[src/rtl/intr_eoi_pkg.sv]
package intr_eoi_pkg;
  localparam int unsigned VEC_COUNT   = 256;
  localparam int unsigned GROUP_BITS  = 32;
  localparam int unsigned SKIP_GROUPS = 1;

  // Qualified strobes from control to the vector datapath
  typedef struct packed {
    logic takeAccept;
    logic moveService;
    logic retireTop;
  } ctrlStrobe_t;
endpackage

[src/rtl/isr_top_finder.sv]
module isr_top_finder #(
  parameter int unsigned NUM_VEC  = 256,
  parameter int unsigned GRP_W    = 32,
  parameter int unsigned SKIP_GRP = 1,
  parameter int unsigned VEC_W    = $clog2(NUM_VEC)
) (
  input  logic [NUM_VEC-SKIP_GRP*GRP_W-1:0] scanBits,
  output logic                              found,
  output logic [VEC_W-1:0]                  topVec
);
  localparam int unsigned SCAN_GRP = NUM_VEC / GRP_W - SKIP_GRP;
  localparam int unsigned BIT_W    = $clog2(GRP_W);

  logic [SCAN_GRP-1:0]       groupAny;
  logic [SCAN_GRP*BIT_W-1:0] groupTopFlat;

  // One priority encoder per word
  for (genvar g = 0; g < SCAN_GRP; g++) begin : gGroup
    logic [GRP_W-1:0] grpBits;
    logic [BIT_W-1:0] topBit;
    assign grpBits = scanBits[g*GRP_W +: GRP_W];
    assign groupAny[g] = |grpBits;
    always_comb begin
      topBit = '0;
      for (int b = 0; b < GRP_W; b++) begin
        if (grpBits[b]) topBit = BIT_W'(b);
      end
    end
    assign groupTopFlat[g*BIT_W +: BIT_W] = topBit;
  end

  // Word-level encoder: highest nonempty word wins
  always_comb begin
    found  = 1'b0;
    topVec = '0;
    for (int g = 0; g < SCAN_GRP; g++) begin
      if (groupAny[g]) begin
        found  = 1'b1;
        topVec = VEC_W'((g + SKIP_GRP) * GRP_W) + VEC_W'(groupTopFlat[g*BIT_W +: BIT_W]);
      end
    end
  end
endmodule

[src/rtl/intr_vec_datapath.sv]
module intr_vec_datapath
  import intr_eoi_pkg::*;
#(
  parameter int unsigned NUM_VEC  = 256,
  parameter int unsigned GRP_W    = 32,
  parameter int unsigned SKIP_GRP = 1,
  parameter int unsigned VEC_W    = $clog2(NUM_VEC)
) (
  input  logic               clk,
  input  logic               rstN,
  input  ctrlStrobe_t        strobe,
  input  logic [VEC_W-1:0]   acceptVector,
  input  logic               acceptLevel,
  input  logic               acceptLocal,
  input  logic [VEC_W-1:0]   serviceVector,
  output logic [NUM_VEC-1:0] irrBits,
  output logic [NUM_VEC-1:0] isrBits,
  output logic [NUM_VEC-1:0] tmrBits,
  output logic               found,
  output logic [VEC_W-1:0]   topVec,
  output logic               topIsLevel,
  output logic               serviceBitSet
);
  localparam int unsigned LOW_W = SKIP_GRP * GRP_W;
  localparam logic [NUM_VEC-1:0] ONE = NUM_VEC'(1);

  logic [NUM_VEC-1:0] accMask, svcMask, retMask;

  assign accMask = strobe.takeAccept  ? (ONE << acceptVector)  : '0;
  assign svcMask = strobe.moveService ? (ONE << serviceVector) : '0;
  assign retMask = strobe.retireTop   ? (ONE << topVec)        : '0;

  isr_top_finder #(
    .NUM_VEC(NUM_VEC), .GRP_W(GRP_W), .SKIP_GRP(SKIP_GRP), .VEC_W(VEC_W)
  ) u_finder (
    .scanBits(isrBits[NUM_VEC-1:LOW_W]),
    .found   (found),
    .topVec  (topVec)
  );

  assign topIsLevel    = tmrBits[topVec];
  assign serviceBitSet = isrBits[serviceVector];

  always_ff @(posedge clk) begin
    if (!rstN) begin
      irrBits <= '0;
      isrBits <= '0;
      tmrBits <= '0;
    end else begin
      irrBits <= (irrBits & ~svcMask) | accMask;
      isrBits <= (isrBits & ~retMask) | svcMask;
      if (strobe.takeAccept) tmrBits[acceptVector] <= acceptLevel & ~acceptLocal;
    end
  end

  // an accepted request is pending on the next cycle
  assert_accept_pending_R2: assert property (@(posedge clk) disable iff (!rstN)
    strobe.takeAccept |=> irrBits[$past(acceptVector)]);

  // local sources are recorded edge-sensitive
  assert_local_edge_R3: assert property (@(posedge clk) disable iff (!rstN)
    (strobe.takeAccept && acceptLocal) |=> !tmrBits[$past(acceptVector)]);

  // the retired bit is gone unless re-dispatched in the same cycle
  assert_retire_clears_R5: assert property (@(posedge clk) disable iff (!rstN)
    (strobe.retireTop && !(strobe.moveService && serviceVector == topVec))
      |=> !isrBits[$past(topVec)]);

  // a retirement only happens when the finder saw a candidate
  assert_retire_has_target_R5: assert property (@(posedge clk) disable iff (!rstN)
    strobe.retireTop |-> found);
endmodule

[src/rtl/intr_eoi_ctrl.sv]
module intr_eoi_ctrl
  import intr_eoi_pkg::*;
#(
  parameter int unsigned NUM_VEC = 256,
  parameter int unsigned VEC_W   = $clog2(NUM_VEC),
  parameter int unsigned DEPTH_W = $clog2(NUM_VEC + 1)
) (
  input  logic               clk,
  input  logic               rstN,
  input  logic               acceptValid,
  input  logic               serviceValid,
  input  logic [VEC_W-1:0]   serviceVector,
  input  logic               eoiValid,
  input  logic               msgAck,
  input  logic               found,
  input  logic [VEC_W-1:0]   topVec,
  input  logic               topIsLevel,
  input  logic               serviceBitSet,
  output ctrlStrobe_t        strobe,
  output logic [DEPTH_W-1:0] depth,
  output logic               errFlag,
  output logic               msgValid,
  output logic [VEC_W-1:0]   msgVector
);
  logic depthZero, msgBlocked, eoiAllowed, retire, svcCounts, errSet;

  assign depthZero  = (depth == '0);
  assign msgBlocked = msgValid && !msgAck;
  assign eoiAllowed = eoiValid && !depthZero && !msgBlocked;
  assign retire     = eoiAllowed && found;
  assign errSet     = eoiValid && (depthZero || msgBlocked);
  assign svcCounts  = serviceValid &&
                      (!serviceBitSet || (retire && topVec == serviceVector));

  assign strobe.takeAccept  = acceptValid;
  assign strobe.moveService = serviceValid;
  assign strobe.retireTop   = retire;

  always_ff @(posedge clk) begin
    if (!rstN) begin
      depth     <= '0;
      errFlag   <= 1'b0;
      msgValid  <= 1'b0;
      msgVector <= '0;
    end else begin
      depth <= depth + DEPTH_W'(svcCounts) - DEPTH_W'(retire);
      if (errSet) errFlag <= 1'b1;
      if (retire && topIsLevel) begin
        msgValid  <= 1'b1;
        msgVector <= topVec;
      end else if (msgAck) begin
        msgValid <= 1'b0;
      end
    end
  end

  // error flag never clears outside reset
  assert_err_sticky_R9: assert property (@(posedge clk) disable iff (!rstN)
    errFlag |=> errFlag);

  // retirement at zero depth flags the error
  assert_zero_depth_err_R9: assert property (@(posedge clk) disable iff (!rstN)
    (eoiValid && depthZero) |=> errFlag);

  // an unacknowledged notice holds its vector
  assert_msg_hold_R8: assert property (@(posedge clk) disable iff (!rstN)
    (msgValid && !msgAck) |=> (msgValid && $stable(msgVector)));

  // a refused retirement leaves the depth alone apart from dispatch
  assert_refused_eoi_R10: assert property (@(posedge clk) disable iff (!rstN)
    (eoiValid && msgBlocked && !serviceValid) |=> (errFlag && $stable(depth)));
endmodule

[src/rtl/intr_accept_eoi.sv]
module intr_accept_eoi
  import intr_eoi_pkg::*;
#(
  parameter int unsigned NUM_VEC  = VEC_COUNT,
  parameter int unsigned GRP_W    = GROUP_BITS,
  parameter int unsigned SKIP_GRP = SKIP_GROUPS,
  parameter int unsigned VEC_W    = $clog2(NUM_VEC),
  parameter int unsigned DEPTH_W  = $clog2(NUM_VEC + 1)
) (
  input  logic               clk,
  input  logic               rstN,
  input  logic               acceptValid,
  input  logic [VEC_W-1:0]   acceptVector,
  input  logic               acceptLevel,
  input  logic               acceptLocal,
  input  logic               serviceValid,
  input  logic [VEC_W-1:0]   serviceVector,
  input  logic               eoiValid,
  output logic               eoiMsgValid,
  output logic [VEC_W-1:0]   eoiMsgVector,
  input  logic               eoiMsgAck,
  output logic [NUM_VEC-1:0] irrVec,
  output logic [NUM_VEC-1:0] isrVec,
  output logic [NUM_VEC-1:0] tmrVec,
  output logic [DEPTH_W-1:0] inServiceDepth,
  output logic               eoiError
);
  ctrlStrobe_t      strobe;
  logic             found, topIsLevel, serviceBitSet;
  logic [VEC_W-1:0] topVec;

  intr_vec_datapath #(
    .NUM_VEC(NUM_VEC), .GRP_W(GRP_W), .SKIP_GRP(SKIP_GRP), .VEC_W(VEC_W)
  ) u_datapath (
    .clk(clk), .rstN(rstN), .strobe(strobe),
    .acceptVector(acceptVector), .acceptLevel(acceptLevel), .acceptLocal(acceptLocal),
    .serviceVector(serviceVector),
    .irrBits(irrVec), .isrBits(isrVec), .tmrBits(tmrVec),
    .found(found), .topVec(topVec), .topIsLevel(topIsLevel),
    .serviceBitSet(serviceBitSet)
  );

  intr_eoi_ctrl #(
    .NUM_VEC(NUM_VEC), .VEC_W(VEC_W), .DEPTH_W(DEPTH_W)
  ) u_ctrl (
    .clk(clk), .rstN(rstN),
    .acceptValid(acceptValid), .serviceValid(serviceValid), .serviceVector(serviceVector),
    .eoiValid(eoiValid), .msgAck(eoiMsgAck),
    .found(found), .topVec(topVec), .topIsLevel(topIsLevel), .serviceBitSet(serviceBitSet),
    .strobe(strobe), .depth(inServiceDepth), .errFlag(eoiError),
    .msgValid(eoiMsgValid), .msgVector(eoiMsgVector)
  );

  // the control counter and the datapath bits never disagree
  assert_depth_tracks_isr_R4: assert property (@(posedge clk) disable iff (!rstN)
    inServiceDepth == DEPTH_W'($countones(isrVec)));
endmodule

[config.mk]
export PLATFORM = sky130hd
export DESIGN_NAME = intr_accept_eoi
export DESIGN_NICKNAME = d
export VERILOG_FILES = /design/src/rtl/intr_eoi_pkg.sv /design/src/rtl/isr_top_finder.sv /design/src/rtl/intr_vec_datapath.sv /design/src/rtl/intr_eoi_ctrl.sv /design/src/rtl/intr_accept_eoi.sv
export SDC_FILE = /design/constraint.sdc
export NUM_CORES = 2
export LEC_CHECK = 0
export BUFFER_PORTS_ARGS = -buffer_cell sky130_fd_sc_hd__buf_2
export CAP_MARGIN = 0
export CORE_AREA = 2 2 318 320
export CTS_CLUSTER_DIAMETER = 50
export DETAILED_ROUTE_END_ITERATION = 6
export DIE_AREA = 0 0 320 322
export PLACE_DENSITY = 0.54
export SLEW_MARGIN = 0
export SYNTH_ARGS = -nofsm -noshare
export SYNTH_HDL_FRONTEND = slang
export SYNTH_SLANG_ARGS = --single-unit
[constraint.sdc]
create_clock -name clk -period 9.8 [get_ports clk]
set_input_delay 0 -clock clk [delete_from_list [all_inputs] [get_ports clk]]
set_output_delay 0 -clock clk [all_outputs]
set_load 0.005 [all_outputs]
==> impl_results.md <==
- Status: finished, final reports clean
- Longest Clk Path Bufs: 3
- Antenna-violating nets left: 0
- Half-perimeter wire length after detailed placement: 167000 um
- Worst slack at placement: 3.04 ns
- Ratio of final minimum period to clock period: 0.737
- Post-layout net count: 5229
- Mapped Cells: 4511
- Synth Area in Compound Gates: 0.229
- Root buffer cell: sky130_fd_sc_hd__clkbuf_16
- Max-slew violation total from the final report: 0
- Total routed wirelength: 229000 um
- # rows: 116
- Netlist cell types: 89
- Starting Density: 0.364
- Area share of the largest cell type after synthesis: 0.434
- Fmax achieved: 0.138 GHz
- Count of flip-flops with a built-in enable after synthesis: 0
- Path type of the worst min-delay path: in -> reg
- Deepest level of the CTS H-tree: 3
- Shortest period the worst path allows: 7.23 ns
- Clock tree from TritonCTS: yes
- Setup fix buffers added after clock tree synthesis: 0
- Filler instances: 10200
- Flop2flop setup slack: 2.57 ns
- Number of primary I/O pins: 811
- Pin count of the biggest net entering global routing: 206
- Setup-violating endpoint count in the final report: 0
- VDD IR-drop max: 0.165 mV
- Launching instance or port of the critical path: u_datapath.isrBits[251]
- Max Clock Skew: 0.0211 ns
- Most frequent cells in the layout: 808 x sky130_fd_sc_hd__buf_2, 787 x sky130_fd_sc_hd__dfxtp_1, 685 x sky130_fd_sc_hd__nand2_1
- Worst Min Path Start: acceptLocal
- Ratio of total power to cell area: 186 nW/um^2
- Routed vias: 42100
- Predominant post-synthesis flop cell: sky130_fd_sc_hd__dfxtp_1
- Setup ws final: 2.57 ns
- Type of the worst setup path: reg -> reg
- Area growth from synthesis to layout: 25.0%
- Synth area leader: sky130_fd_sc_hd__dfxtp_1
- Xor and xnor fraction of the mapped netlist area: 0.00314
- Arrival time reported for the critical path endpoint: 7.75 ns
- RD Place Congestion: 1.06
- Die X-Extent: 320 um
- Share of cells above drive strength 1: 0.237
- Wire per inst: 34.8 um
- Sort of element at the start of the critical path: flip-flop
- Input/output buffers: 810
- Overflow left after global routing: 0
- First-pass GRT wire length: 310000 um
- Setup tns final: 0 ns
- TritonRoute pass-1 iters: 7
- Static Leak: 17.8 nW
- Largest cells by area after synthesis: sky130_fd_sc_hd__dfxtp_1 43%, sky130_fd_sc_hd__a21oi_1 9.1%, sky130_fd_sc_hd__nand2_1 7.1%
- Dominant combinational cell family by area after synthesis: compound AO/OA/AOI/OAI gates
- Count of warnings emitted by yosys: 0
- Area share of fa/ha/maj cells after synthesis: 0.00469
- Crit-path max cell delay: 1.17 ns
- Critical path required time: 10.32 ns
- Number of violations reported at the end of detailed-routing iteration 0: 6221
- Average footprint of a synthesized cell: 8.04 um^2
- Synthesized net count: 4548
- Least-Margin Pin Slew: 1.41 ns
- Sequential share of power: 0.386
- Overall fraction of global-route tracks in use: 0.424
- Clock transition at the register clock pins on the worst setup and hold paths after CTS: 0.05 ns
- Insertion delay of the later-clocked pin in the worst-skew pair: 0.71 ns
- Clock network fraction of design power: 0.476
- Core region area: 99600 um^2
- Final-report hold violation count: 0
- Die ar.: 103000 um^2
- Number of global-route vias before repair: 38200
- Maximum fanout along the worst path: 18
- Async set-or-reset flop fraction in the synthesized netlist: 0
- Clock buffer count from CTS: 106
- Drt via density: 6.40
- Clock Sinks: 787
- Post-synthesis mux area share: 0.0842
- R2r startpoint: u_datapath.isrBits[251]
- Critical path, cell by cell: nor4_1, nand4_1, or2_0, a2111oi_0, o311ai_1, and2_1, buf_4, nor2_1, o21ai_0, a41oi_1, o21ai_1, a211oi_4, a2111oi_1
- Die boundary height: 322 um
- Number of design rule violations left after detail routing: 0
- Nature of the critical path endpoint: flip-flop
- Unrepaired setup endpoints after global routing: no
- Switching Power: 2.50 mW
- Fraction of the mapped netlist area in simple logic gates: 0.202
- Cell Int Power: 5.94 mW
- Initial antenna violation count: 15
- Mapped cell area: 36300 um^2
- Fraction of power spent switching nets: 0.296
- Flip-flop and latch count after synthesis: 787
- Part of the total power dissipated in combinational logic: 0.138
- Most common library cell in the layout ignoring fill and taps: sky130_fd_sc_hd__buf_2
- Worst relative slew slack: 0.0390
- Max-cap violations: 0
- Sequential-to-total area share from yosys stat: 0.434
- Slowest CP cell: sky130_fd_sc_hd__a2111oi_0
[final cells by class]
| cell class | count | area, um^2 | area share |
|---|---|---|---|
| Sequential cell | 787 | 15800 | 0.348 |
| Clock inverter | 53 | 606 | 0.0134 |
| Multi-Input combinational cell | 3328 | 19200 | 0.423 |
| Inverter | 51 | 199 | 0.00439 |
| Antenna cell | 6 | 15.0 | 0.000331 |
| Timing Repair Buffer | 918 | 4930 | 0.109 |
| Clock buffer | 142 | 2990 | 0.0660 |
| Tap cell | 1298 | 1620 | 0.0358 |
[registers in the layout, summed over array words and instances (netlist names)]
name / cells
u_ctrl.msgVector: 8
u_ctrl.errFlag: 1
u_datapath.isrBits: 256
u_ctrl.msgValid: 1
u_datapath.tmrBits: 256
u_ctrl.depth: 9
u_datapath.irrBits: 256
[per-stage QoR]
step | instances | power (mW) | utilization | hold slack [ns] | area, um^2
finish | 6583 | 8.44 | 0.455 | 0.0221 | 45300
global route | 6577 | 8.60 | 0.455 | 0.0592 | 45300
CTS | 6577 | 8.38 | 0.455 | 0.00274 | 45300
detailed placement | 6366 | 4.43 | 0.417 | 0.379 | 41500
global placement | 6366 | 4.43 | 0.417 | 0.371 | 41500
floorplan | 4511 | 3.98 | - | 0.139 | 36300
[Yosys cell counts, types with 22 or more instances]
| cell | n |
|---|---|
| sky130_fd_sc_hd__mux4_2 | 85 |
| sky130_fd_sc_hd__a22oi_1 | 163 |
| sky130_fd_sc_hd__nand2_1 | 685 |
| sky130_fd_sc_hd__nor3_1 | 57 |
| sky130_fd_sc_hd__a31oi_1 | 29 |
| sky130_fd_sc_hd__nand2b_1 | 31 |
| sky130_fd_sc_hd__o21ai_0 | 453 |
| sky130_fd_sc_hd__nor4_1 | 60 |
| sky130_fd_sc_hd__dfxtp_1 | 787 |
| sky130_fd_sc_hd__and2_1 | 22 |
| sky130_fd_sc_hd__mux2i_1 | 100 |
| sky130_fd_sc_hd__nor2b_1 | 23 |
| sky130_fd_sc_hd__or4_1 | 22 |
| sky130_fd_sc_hd__a21oi_1 | 658 |
| sky130_fd_sc_hd__nor2_1 | 382 |
| sky130_fd_sc_hd__nand3_1 | 298 |
| sky130_fd_sc_hd__clkbuf_1 | 316 |
| sky130_fd_sc_hd__inv_1 | 50 |
[timing repair]
| item | CTS | global route |
|---|---|---|
| hold buffers | 16 | 0 |
| setup endpoints to repair | 0 | 0 |
| gates resized for setup | 0 | 0 |
| endpoints found under the hold margin | 46 | 0 |
[kinds of logic after synthesis]
family                   count (synthesis)
AND/OR/NAND/NOR                       1649
AO/OA/AOI/OAI                         1456
flip-flops                             787
buffers and inverters                  396
multiplexers                           197
XOR/XNOR                                13
adder cells (fa/ha/maj)                 13
[worst max-delay path, delay by kind of cell, from the launching register on]
family | cells | cell delay, ns
flops | 1 | 0.47
compound gates | 7 | 3.63
buf+inv | 1 | 0.24
simple gates | 5 | 2.71
[final timing paths]
| path | end | cells past startpoint |
|---|---|---|
| hold reg to reg | u_datapath.tmrBits[22] | 2 |
| setup reg to reg | u_ctrl.msgVector[7] | 13 |
| setup / recovery | u_ctrl.msgVector[7] | 13 |
| hold / removal | u_datapath.tmrBits[0] | 5 |
[power groups by stage]
stage / Sequential, mW / Clock, mW / Combinational (mW)
after CTS: 3.26 / 4.01 / 1.11
after global placement: 3.33 / 0 / 1.10
after floorplan: 3.32 / 0 / 0.662
final: 3.26 / 4.02 / 1.16
after detailed placement: 3.33 / 0 / 1.10
after global routing: 3.26 / 4.15 / 1.20
[routing by layer]
layer | track usage | part of all wire | up-vias
li1 | - | - | 17700
met1 | 0.544 | 0.38 | 20400
met2 | 0.641 | 0.43 | 3335
met3 | 0.119 | 0.13 | 659
met4 | 0.234 | 0.063 | 12
met5 | 0 | 0.00031 | -
No activity file was read; power rests on OpenSTA's default activity.
